[src/rtl/pq_pkg.sv]
package pq_pkg;
  typedef enum logic [1:0] {
    PQ_IDLE = 2'd0,
    PQ_WAIT = 2'd1,
    PQ_FIN  = 2'd2
  } pq_state_t;
endpackage

[src/rtl/pq_tick_timer.sv]
module pq_tick_timer #(
  parameter int TIMEOUT_TICKS = 100
) (
  input  logic clk,
  input  logic rst_n,
  input  logic clr_i,
  input  logic tick_i,
  output logic expire_o
);
  localparam int CNT_W = (TIMEOUT_TICKS < 2) ? 1 : $clog2(TIMEOUT_TICKS + 1);
  localparam logic [CNT_W-1:0] LAST = CNT_W'(TIMEOUT_TICKS - 1);

  logic [CNT_W-1:0] cnt_q;

  always_ff @(posedge clk or negedge rst_n) begin
    if (!rst_n)                      cnt_q <= '0;
    else if (clr_i)                  cnt_q <= '0;
    else if (tick_i && cnt_q != LAST) cnt_q <= cnt_q + 1'b1;
  end

  assign expire_o = tick_i && (cnt_q == LAST);

  // the tick count never runs past the budget
  a_r5_cnt_bounded: assert property (@(posedge clk) disable iff (!rst_n)
    cnt_q <= LAST);
endmodule

[src/rtl/pq_seq_fsm.sv]
module pq_seq_fsm
  import pq_pkg::*;
(
  input  logic clk,
  input  logic rst_n,
  input  logic start_i,
  input  logic port_idle_i,
  input  logic halt_ack_i,
  input  logic tick_i,
  input  logic expire_i,
  output logic timer_clr_o,
  output logic halt_req_o,
  output logic done_o,
  output logic fail_o
);
  pq_state_t state_q;
  logic      leave_wait;

  assign leave_wait  = tick_i && (halt_ack_i || expire_i);
  assign timer_clr_o = (state_q != PQ_WAIT);

  always_ff @(posedge clk or negedge rst_n) begin
    if (!rst_n) begin
      state_q    <= PQ_IDLE;
      halt_req_o <= 1'b0;
      done_o     <= 1'b0;
      fail_o     <= 1'b0;
    end else begin
      done_o <= 1'b0;
      unique case (state_q)
        PQ_IDLE: begin
          if (start_i) begin
            fail_o <= 1'b0;
            if (port_idle_i) begin
              done_o <= 1'b1;
            end else begin
              halt_req_o <= 1'b1;
              state_q    <= PQ_WAIT;
            end
          end
        end
        PQ_WAIT: begin
          if (leave_wait) state_q <= PQ_FIN;
        end
        PQ_FIN: begin
          fail_o     <= !port_idle_i;
          halt_req_o <= 1'b0;
          done_o     <= 1'b1;
          state_q    <= PQ_IDLE;
        end
        default: state_q <= PQ_IDLE;
      endcase
    end
  end

  // an idle port skips the handshake
  a_r2_skip_when_idle: assert property (@(posedge clk) disable iff (!rst_n)
    (state_q == PQ_IDLE && start_i && port_idle_i) |=> (done_o && !halt_req_o));
  // request held while waiting
  a_r3_req_held: assert property (@(posedge clk) disable iff (!rst_n)
    (state_q == PQ_WAIT) |-> halt_req_o);
  // no exit from the wait without a tick
  a_r4_tick_paced: assert property (@(posedge clk) disable iff (!rst_n)
    (state_q == PQ_WAIT && !tick_i) |=> (state_q == PQ_WAIT));
  // request released when done rises
  a_r7_release_on_done: assert property (@(posedge clk) disable iff (!rst_n)
    done_o |-> !halt_req_o);
  // done lasts one cycle
  a_r8_done_single: assert property (@(posedge clk) disable iff (!rst_n)
    done_o |=> !done_o);
  // the request rises only from an accepted start
  a_r9_req_from_start: assert property (@(posedge clk) disable iff (!rst_n)
    $rose(halt_req_o) |-> $past(start_i));
endmodule

[src/rtl/port_quiesce_ctrl.sv]
module port_quiesce_ctrl #(
  parameter int TIMEOUT_TICKS = 100
) (
  input  logic clk,
  input  logic rst_n,
  input  logic start_i,
  input  logic port_idle_i,
  input  logic halt_ack_i,
  input  logic tick_i,
  output logic halt_req_o,
  output logic done_o,
  output logic fail_o
);
  logic timer_clr;
  logic expire;

  pq_tick_timer #(.TIMEOUT_TICKS(TIMEOUT_TICKS)) u_timer (
    .clk      (clk),
    .rst_n    (rst_n),
    .clr_i    (timer_clr),
    .tick_i   (tick_i),
    .expire_o (expire)
  );

  pq_seq_fsm u_fsm (
    .clk         (clk),
    .rst_n       (rst_n),
    .start_i     (start_i),
    .port_idle_i (port_idle_i),
    .halt_ack_i  (halt_ack_i),
    .tick_i      (tick_i),
    .expire_i    (expire),
    .timer_clr_o (timer_clr),
    .halt_req_o  (halt_req_o),
    .done_o      (done_o),
    .fail_o      (fail_o)
  );
endmodule

[config.mk]
export PLATFORM = sky130hd
export DESIGN_NAME = port_quiesce_ctrl
export DESIGN_NICKNAME = d
export VERILOG_FILES = /design/src/rtl/pq_pkg.sv /design/src/rtl/pq_tick_timer.sv /design/src/rtl/pq_seq_fsm.sv /design/src/rtl/port_quiesce_ctrl.sv
export SDC_FILE = /design/constraint.sdc
export NUM_CORES = 1
export LEC_CHECK = 0
export BUFFER_PORTS_ARGS = -buffer_cell sky130_fd_sc_hd__buf_2
export CORE_AREA = 4 4 41 43
export CTS_CLUSTER_SIZE = 16
export DETAILED_ROUTE_END_ITERATION = 10
export DIE_AREA = 0 0 45 47
export GPL_TIMING_DRIVEN = 0
export HOLD_SLACK_MARGIN = 0.1
export PLACE_DENSITY = 0.76
export SKIP_CTS_REPAIR_TIMING = 1
export SLEW_MARGIN = 20
export SYNTH_ARGS = -nofsm -noshare
export SYNTH_HDL_FRONTEND = slang
export SYNTH_HIERARCHICAL = 1
export SYNTH_SLANG_ARGS = --single-unit
[constraint.sdc]
create_clock -name clk -period 2.4 [get_ports clk]
set_clock_uncertainty 0.2 [all_clocks]
set_input_delay 0.12 -clock clk [delete_from_list [all_inputs] [get_ports clk]]
set_output_delay 0.12 -clock clk [all_outputs]
set_load 0.02 [all_outputs]
=== After elaboration in Yosys (flattened, before gate mapping) ===
Index checks and enable logic that the tools add are counted.

* $add $sub $neg: 1
* Equal/unequal tests: 8
* Muxes and demuxes: 14
* Reductions and logical operators: 11

{| class="wikitable"
|+ Operators by type and width
! cell !! number
|-
| 2-to-1 mux 7 bit || 2
|-
| adder 7 x 1 -> 7 bit (second input constant) || 1
|-
| equality test 7 bit (second input constant) || 1
|-
| inequality test 7 bit (second input constant) || 1
|-
| 2-to-1 mux 2 bit || 3
|-
| case mux 1 bit (2 select lines) || 3
|-
| AND reduction 3 bit || 2
|-
| 2-to-1 mux 1 bit || 5
|-
| inequality test 2 x 1 -> 1 bit (second input constant) || 2
|-
| inequality test 2 bit (second input constant) || 2
|-
| case mux 2 bit (2 select lines) || 1
|-
| nonzero test 2 bit || 2
|-
| logical AND 1 bit || 3
|-
| equality test 2 x 1 -> 1 bit (second input constant) || 1
|-
| equality test 2 bit (second input constant) || 1
|-
| logical NOT 2 bit || 1
|-
| AND reduction 2 bit || 1
|-
| logical NOT 1 bit || 1
|-
| logical OR 1 bit || 1
|}

* Bits in registers: 12
* Output and inout port bits: 3

=== Depth between registers and ports, before layout ===
Gate-level depths: netlist of the first run.

* Depth after elaboration: 6
* Gate-level depth with buffers: 5

=== By module ===
The synthesis of the first run kept the hierarchy.

{| class="wikitable"
|+ By module, submodules not included
! module !! instances !! cells each !! area an instance (sq um) !! sequential area each (sq um)
|-
| pq_tick_timer || 1 || 44 || 426.7 || 175.2
|-
| pq_seq_fsm || 1 || 18 || 212.7 || 125.1
|}

=== Worst setup path after synthesis of the first run ===
OpenSTA, ideal clock, no wires.

* Kind: flip-flop to flip-flop
* Start: register u_timer.cnt_q[0]
* End: register u_fsm.state_q[1]
* Library setup time: 121 ps
* Arrival time: 1236 ps
* Required time: 2079 ps
* Setup slack: 843 ps
* Stages on the path, launching flop included: 6
* Period minus slack after synthesis: 1557 ps
* Cells stage by stage: dfrtp_1 ha_1 nor4bb_1 and4b_1 o21a_1 nor2b_1

* Cells in the longest elaborated chain, start to end: 6

{| class="wikitable"
|+ RTL lines
! element !! RTL line !! text
|-
| start, declared || pq_tick_timer.sv:13 || <nowiki>logic [CNT_W-1:0] cnt_q;</nowiki>
|-
| start signal, assigned || pq_tick_timer.sv:18 || <nowiki>else if (tick_i && cnt_q != LAST) cnt_q <= cnt_q + 1'b1;</nowiki>
|-
| equality test 7 bit || pq_tick_timer.sv:21 || <nowiki>assign expire_o = tick_i && (cnt_q == LAST);</nowiki>
|-
| logical AND 1 bit || pq_tick_timer.sv:21 ||
|-
| net expire || port_quiesce_ctrl.sv:15 || <nowiki>logic expire;</nowiki>
|-
| logical OR 1 bit || pq_seq_fsm.sv:19 || <nowiki>assign leave_wait = tick_i && (halt_ack_i || expire_i);</nowiki>
|-
| logical AND 1 bit || pq_seq_fsm.sv:19 ||
|-
| inequality test 2 x 1 -> 1 bit (no line) || -- ||
|-
| AND reduction 3 bit (no line) || -- ||
|-
| end signal, assigned || pq_seq_fsm.sv:24 || <nowiki>state_q <= PQ_IDLE;</nowiki>
|-
| end signal, assigned || pq_seq_fsm.sv:38 || <nowiki>state_q <= PQ_WAIT;</nowiki>
|-
| end signal, assigned || pq_seq_fsm.sv:43 || <nowiki>if (leave_wait) state_q <= PQ_FIN;</nowiki>
|-
| end, declared || pq_seq_fsm.sv:16 || <nowiki>pq_state_t state_q;</nowiki>
|}

The timed path passes the listed nets, and every way through them passes these cells.
A chain may end at the register's enable or synchronous reset.

=== Final worst setup path of the first run ===
Ends and elaborated chain as after synthesis.

==> results of run 1 <==
stage by stage:
step / total power, mW / cells
final: 0.577 / 96
after global routing: 0.619 / 96
after CTS: 0.571 / 89
after detailed placement: 0.408 / 85
after global placement: 0.402 / 85
after floorplan: 0.366 / 62
metal layers:
layer / GRT usage [%] / routed length, um
met3: 4.60 / 51
met4: 7.02 / 13
met5: 0 / 0
met1: 17.3 / 578
met2: 18.9 / 565
worst min path at each step:
| stage | startpoint | endpoint | slack (ps) | depth (start not counted) |
|---|---|---|---|---|
| finish | u_fsm/fail_o | u_fsm/fail_o | 300 | 1 |
| global route | u_fsm/fail_o | u_fsm/fail_o | 330 | 1 |
| floorplan | rst_n | u_fsm/done_o | -380 | 0 |
| global placement | rst_n | u_fsm/fail_o | -190 | 1 |
| detailed placement | rst_n | u_fsm/fail_o | -190 | 1 |
| CTS | rst_n | u_fsm/fail_o | -500 | 1 |
placed cells by master (no fill, tap or decap), drive strengths merged, types with 2 or more instances in the layout:
cell	Yosys	routed
dfrtp	12	12
buf	2	10
dlygate4sd3	0	7
nand2	5	5
a21oi	4	4
nor2	4	4
clkbuf	0	4
inv	4	4
nor3b	3	3
nand2b	2	2
nand4	2	2
xor2	2	2
o21ai	2	2
or3	2	2
nand4b	2	2
o211ai	2	2
where the power goes:
| group | internal, mW | switching [mW] | total, mW | leakage (nW) |
|---|---|---|---|---|
| registers | 0.233 | 0.0295 | 0.262 | 0.159 |
| logic | 0.0724 | 0.0808 | 0.153 | 0.164 |
| clock network | 0.0923 | 0.0692 | 0.162 | 0.0210 |
| total | 0.398 | 0.179 | 0.577 | 0.345 |
flip-flops by register name, indices dropped and copies added (netlist names):
signal / flops
u_fsm/done_o: 1
u_fsm/fail_o: 1
u_fsm/halt_req_o: 1
u_fsm/state_q: 2
u_timer/cnt_q: 7
cells by family after synthesis:
group / after synthesis / synth area share [%]
flip-flops: 12 / 47.0
XOR/XNOR: 2 / 2.74
AND/OR/NAND/NOR: 25 / 25.0
AO/OA/AOI/OAI: 16 / 17.4
buffers and inverters: 6 / 5.87
adder cells (fa/ha/maj): 1 / 1.96
area by class of cell:
class | instances | area [um2]
Fill cell | 122 | 497
Multi-Input combinational cell | 44 | 302
Sequential cell | 12 | 300
Timing Repair Buffer | 15 | 110
Clock buffer | 4 | 36.3
Buffer | 2 | 22.5
Tap cell | 15 | 18.8
Inverter | 4 | 15.0
==> impl.org, run 1 <==
** Die
- # IOs :: 9
- The die is 47 um tall.
- Initial Util :: 49.1%
- The floorplan has 13 rows.
- Die boundary width :: 45 um
- The region available for standard cell placement spans 0.00130 mm2.
- The die covers about 0.0021 mm2.

** Global route
- The number of global-route vias before repair was roughly 460.
- The total overflow left after global routing is 0.
- Aggregate global-route resource usage :: 13.1%
- The first global-routing pass estimated roughly 2.0 mm of wire.
- The initial antenna violation count was 0.
- Maximum number of pins on one net before global-route repair :: 13

** Timing
- The worst path needs 1730 ps of the cycle, external delays included.
- Worst path setup slack after routing :: 673 ps
- Final period utilization :: 72.0%
- At the pin with the least slew margin, the transition time is 528 ps.
- Setup repair after global routing missed its margin :: no
- Achievable frequency :: between 500 and 600 MHz
- The final count of hold timing violations is 0.
- Hold is met by about 300 ps.
- Max Transition Viols Final :: 0
- Final Setup Violations :: 0
- Slew margin rel. :: around two thirds
- Sum of negative setup slack :: 0 ps

** Clock network
- In this run the clock root is driven by a clkbuf_4.
- The clock reaches the later pin of the worst-skew pair after 280 ps.
- Max H-tree Level :: 1
- Clock Path Buffers :: 2
- Buffers inserted during clock tree synthesis total 3.
- TritonCTS built the clock tree.
- Number of clock sinks seen by CTS :: 12
- After clock tree synthesis, the clock-pin slew on the worst setup and hold paths is ~70 ps.

** Yosys
- Net count after synthesis :: 69
- Number of distinct library cell variants in the gate-level netlist after synthesis :: 30
- Synthesis handed over a netlist of 62 instances.
- In this run, synthesis produced a sequential element count of 12.
- Each instance of the synthesized netlist takes up on average 10.3 um2.
- Ys async rst share :: 100%
- The Yosys step of the flow raised 6 warnings.
- Post-synthesis sequential area ratio :: 47.0%
- Post-synth design cell area :: 639 um2
- Most frequently used cell type in the post-synthesis netlist :: dfrtp_1
- The synthesized design contains 0 enable-type register cells.
- By area the synthesized netlist is led by dfrtp_1 (47%), buf_6 (3.5%), a21oi_1 (3.1%).
- Top flip-flop cell by instance count after synthesis :: dfrtp_1
- The share of synthesized area in the top cell type comes to between 40% and 50%.
- dfrtp_1 takes more of the synthesized area than any other cell.
- Counting instances in the post-synthesis netlist gives the leading cell types as dfrtp_1 (12), nand2_1 (5), a21oi_1 (4), nor2_1 (4), inv_1 (3).

** Critical path
- Nature of the critical path startpoint :: flip-flop
- FF-to-FF path depth :: 5
- At the worst endpoint, the required time is 2410 ps.
- Critical Path Fanout Max :: 5
- Data arrival time of the worst path :: 1740 ps
- The critical path ends at u_fsm/state_q[1].
- Cell with the largest stage delay on the worst path :: dfrtp_1
- Worst flop-to-flop path endpoint :: u_fsm/state_q[1]
- The largest single stage delay on the critical path is around 400 ps.
- CP endpoint kind :: flip-flop
- Worst setup path startpoint :: u_timer/cnt_q[0]
- Reg2reg setup slack :: between 600 and 700 ps
- Worst flop-to-flop path startpoint :: u_timer/cnt_q[0]
- Buffers and inverters on the worst path :: 0
- Series of cell instances along the critical path :: ha_1 > nor4bb_1 > and4b_1 > o21a_1 > nor2b_1
- Stages on the worst setup path :: 5
- Category of the most critical setup path :: reg2reg
- Cell family with most CP delay :: simple AND/OR/NAND/NOR gates

** Layout
- Number of diodes added for antenna fixing :: 0
- Synth-to-Final Area Change :: 25.8%
- At the end of the flow the core is filled with cells to 61.8%.
- The net count of the finished layout is 89.
- With fillers left out, the area of the finished cells amounts to between 800 and 900 um2.
- The post-route netlist has 21.0% of its cells at a drive strength greater than 1.

** Run status
- The flow ran to the end, and the final reports show no timing, DRC or antenna violations.

** Run
- Across the run, the number of max-cap violations was 0.

** Placed design
- Routability congestion estimate :: 0.770
- DP Area :: about 700 um2
- Prior to clock tree synthesis, the placed netlist has a worst setup slack of 729 ps.
- Buffers placed on the I/O ports in this run total 8.
- DPL Wire Length :: 824 um

** Route
- In the final routed layout, each cell accounts on average for ~13 um.
- The routed layout has 525 vias.
- Detailed-route vias per instance :: 5.47
- Summed over all layers, the routed wires come to around 1.2 mm.
- Router iterations before antenna repair :: 4
- The count of nets left with antenna violations once routing finished came out at 0.
- After the first detailed-routing iteration, the DRC count stood at 7.
- Remaining DRCs :: 0

** Power
- Power per cell area :: 717 mW/mm2
- Worst ir drop on vdd :: 391 uV
- Pleak :: 0.345 nW

** Min path
- The min-delay analysis places its worst path in the category reg2reg.
Power figures use the tool's default switching activity.
==> run 2: changes to the inputs <==
--- a/config.mk
+++ b/config.mk
@@ -6,13 +6,13 @@
 export NUM_CORES = 1
 export LEC_CHECK = 0
 export BUFFER_PORTS_ARGS = -buffer_cell sky130_fd_sc_hd__buf_2
-export CORE_AREA = 4 4 41 43
+export CORE_MARGIN = 4
+export CORE_UTILIZATION = 47
 export CTS_CLUSTER_SIZE = 16
 export DETAILED_ROUTE_END_ITERATION = 10
-export DIE_AREA = 0 0 45 47
 export GPL_TIMING_DRIVEN = 0
 export HOLD_SLACK_MARGIN = 0.1
-export PLACE_DENSITY = 0.76
+export PLACE_DENSITY = 0.77
 export SKIP_CTS_REPAIR_TIMING = 1
 export SLEW_MARGIN = 20
 export SYNTH_ARGS = -nofsm -noshare
==> constraint.sdc (replaced) <==
create_clock -name clk -period 1.5 [get_ports clk]
set_clock_uncertainty 0.2 [all_clocks]
set_input_delay 0.075 -clock clk [delete_from_list [all_inputs] [get_ports clk]]
set_output_delay 0.075 -clock clk [all_outputs]
set_load 0.02 [all_outputs]
==> run 2 against run 1 <==
Against the previous run: non-clock buffer count increased by 2; the run now ends with negative setup slack left; critical path depth unchanged; largest power group unchanged; wire length increased by 17%; utilization increased by 3.9 points; design area increased by 5.0%; largest cell class unchanged; die area decreased by 4.8%; sequential share of layout area decreased by 1.5 points; clock power increased by 17%; global-route usage increased by 1.9 points.
==> impl.org, run 2 (same netlist as run 1, synthesis figures left out) <==
** Global route
- The maximum number of pins on one net before global-route repair came to 13 (unchanged).
- The overall routing resource usage came to 15.0% (was 13.1%).
- The total congestion overflow came to 0 (unchanged).
- The met1 track utilization from global routing came to 18.0% (was 17.3%).
- Via count of the first global-routing pass :: 518 (was 462)
- First-pass GRT wire length :: 2.16 mm (was 1.98 mm)
- The layer carrying the most global-route usage is met2 (unchanged).
- The initial antenna violation count was 0 (unchanged).
- The met2 track demand over resource in global routing was 24.4% (was 18.9%).
- Met3 track demand over resource :: 2.39% (was 4.60%)

** Layout
- Net count reported at finish :: 91 (was 89)
- Most frequent cells in the layout :: dfrtp_1 (10), dlygate4sd3_1 (9), buf_2 (8), nand2_1 (5), nor2_1 (4) (was dfrtp_1 (12), buf_2 (8), dlygate4sd3_1 (7), nand2_1 (5))
- The number of inserted diodes is 0 (unchanged).
- The flip-flop count of the largest register after layout came to 7 (unchanged).
- Share of post-route cells with drive strength above 1 :: 25.6% (was 21.0%)
- Most common cell after layout, fill and taps aside :: dfrtp_1 (unchanged)
- Cell area after layout :: 845 um2 (was 805 um2)
- The layout overhead on the synthesized area came to 32.1% (was 25.8%).
- Top flop regs: u_timer/cnt_q (7), u_fsm/state_q (2) (unchanged).
- Core Util, Final :: 65.7% (was 61.8%)
- Top reg by flops :: u_timer/cnt_q (unchanged)
- Count of non-filler cells in the finished layout :: 97 (was 96)

** Route
- Initial DRC count :: 7 (unchanged)
- Wire length per cell :: 14.6 um (was 12.6 um)
- Detailed-route vias per instance :: 5.70 (was 5.47)
- Number of nets with antenna violations after detailed routing :: 0 (unchanged)
- Router iterations before antenna repair :: 4 (unchanged)
- Via count :: 553 (was 525)
- Total detailed-routing wirelength :: 1.42 mm (was 1.21 mm)
- Remaining DRCs :: 0 (unchanged)

** Timing
- The number of max-slew violations in the final report came to 0 (unchanged).
- The final worst slack is -74.0 ps (was 673 ps).
- The final-report setup violation count came to 2 (was 0).
- Final period utilization :: 105% (was 72.0%)
- The final count of hold timing violations came to 0 (unchanged).
- Achievable frequency :: 635 MHz (was 579 MHz)
- Setup repair after global routing missed its margin :: yes (was no)
- The minimum clock period was 1570 ps (was 1730 ps).
- Transition time of the tightest slew-check pin :: 538 ps (was 528 ps)
- Slew margin rel. :: 64.0% (was 64.7%)

** Placed design
- The post-placement cell area came to 716 um2 (was 698 um2).
- Number of input and output port buffers inserted :: 8 (unchanged)
- The worst slack at placement came to -96.5 ps (was 729 ps).
- The total half-perimeter wirelength after legalization and detailed placement is 943 um (was 824 um).
- The number of placed instances with taps included came to 85 (unchanged).
- The routability-driven placement congestion ratio was 0.829 (was 0.770).

** Critical path
- The sort of element at the start of the critical path is a flip-flop (unchanged).
- Highest cell delay on the worst timing path :: 450 ps (was 400 ps)
- Series of cell instances along the critical path :: ha_4 > nor4bb_4 > and4b_1 > o21a_1 > nor2b_1 (was ha_1 > nor4bb_1 > and4b_1 > o21a_1 > nor2b_1)
- FF-to-FF path depth :: 5 (unchanged)
- The critical path capture point type was a flip-flop (unchanged).
- The capture instance of the worst register-to-register path was u_fsm/state_q[1] (unchanged).
- The worst-case register-to-register setup slack was -70 ps (was 670 ps).
- Cell family with most CP delay :: simple AND/OR/NAND/NOR gates (unchanged)
- Category of the most critical setup path :: reg2reg (unchanged)
- Worst flop-to-flop path startpoint :: u_timer/cnt_q[0] (unchanged)
- The peak fanout along the critical path was 5 (unchanged).
- The worst path buffer plus inverter count came to 0 (unchanged).
- The data arrival time at the worst-slack endpoint was 1530 ps (was 1740 ps).
- CP required :: 1450 ps (was 2410 ps)
- Cell with the largest stage delay on the worst path :: dfrtp_2 (was dfrtp_1)

** Power
- The part of the power in combinational logic is 29.9% (was 26.6%).
- Relative contribution of sequential cells to total power :: 48.8% (was 45.5%)
- Internal portion of total power :: 0.603 mW (was 0.398 mW)
- The net switching power figure came to 0.287 mW (was 0.179 mW).
- The standby leakage power came to 0.343 nW (was 0.345 nW).
- Clk pwr share :: 21.3% (was 28.0%)
- The power per cell area was 1050 mW/mm2 (was 717 mW/mm2).
- The post-layout total power came to 0.890 mW (was 0.577 mW).
- Worst ir drop on vdd :: 508 uV (was 391 uV)
- Switching part of the total power :: 32.3% (was 31.1%)

** Clock network
- Insertion delay of the later-clocked pin in the worst-skew pair :: 260 ps (was 280 ps)
- Clock slew at the register clock pins of the worst setup and hold paths :: 70 ps (about the same)
- Max H-tree Level :: 1 (unchanged)
- Number of clock sinks seen by CTS :: 12 (unchanged)
- The cell at the root of the clock tree was clkbuf_4 (unchanged).
- CTS tree :: yes (unchanged)
- Number of CTS-inserted buffers :: 3 (unchanged)
- Clock Path Buffers :: 2 (unchanged)

** Run status
- The final reports fail on negative setup slack.
- Result of the run: finished, violations left (was finished, final reports clean).

** Die
- The initial cell density of the core came to 49.8% (was 49.1%).
- The y dimension of the die was 44.9 um (was 47 um).
- Core ar. :: 0.00128 mm2 (was 0.00130 mm2)
- Die boundary width :: 44.9 um (was 45 um)
- The die area was 0.00201 mm2 (was 0.00212 mm2).
- The total I/O pin count came to 9 (unchanged).
- The site row count came to 13 (unchanged).

** Min path
- The worst hold path startpoint is tick_i (was u_fsm/fail_o).
- Number of stages on the worst hold path :: 5 (was 1)
- Worst min-delay path category :: in2reg (was reg2reg)
- Capture endpoint of the worst hold path :: u_timer/cnt_q[0] (was u_fsm/fail_o)

** Run
- Max-capacitance violation count :: 0 (unchanged)
-- run 2: how the worst max path moves through the flow --
stage	start	to	slack [ps]	cells after the start
after global placement	u_timer/cnt_q[0]	u_fsm/state_q[1]	-60	5
after floorplan	u_timer/cnt_q[0]	u_fsm/state_q[1]	-7	5
after detailed placement	u_timer/cnt_q[0]	u_fsm/state_q[1]	-100	5
final	u_timer/cnt_q[0]	u_fsm/state_q[1]	-70	5
after global routing	u_timer/cnt_q[0]	u_fsm/state_q[1]	-120	5
after CTS	u_timer/cnt_q[0]	u_timer/cnt_q[6]	-120	4
-- run 2: layout make-up --
type | instances | area [um2]
clock buffer | 3 | 22.5
multi-input combinational | 44 | 333
buffer | 2 | 22.5
inverter | 4 | 15.0
fill | 101 | 440
timing repair buffer | 17 | 130
tap | 15 | 18.8
sequential | 12 | 303
-- run 2: metal layers --
layer | up-vias | routed length [um]
li1 | 272 | -
met1 | 271 | 605
met2 | 8 | 760
met3 | 2 | 35
met4 | 0 | 16
met5 | - | 0
-- run 2: power by group through the flow --
stage | Combinational [mW] | Sequential (mW) | Clock, mW
2_1_floorplan | 0.149 | 0.441 | 0
3_3_place_gp | 0.225 | 0.425 | 0
3_5_place_dp | 0.235 | 0.427 | 0
4_1_cts | 0.236 | 0.421 | 0.197
5_1_grt | 0.296 | 0.445 | 0.208
6_report | 0.266 | 0.435 | 0.189
-- run 2: worst min-delay path, stage by stage --
cell and delay, ps:
buf_2 90, buf_6 110, nor3b_1 50, a31oi_1 150
o211ai_1 100
-- run 2: stage by stage --
stage	hold slack, ps	setup TNS, ps
finish	155	-118
global route	186	-693
CTS	-527	-337
detailed placement	-235	-286
global placement	-239	-180
floorplan	-421	-6.76
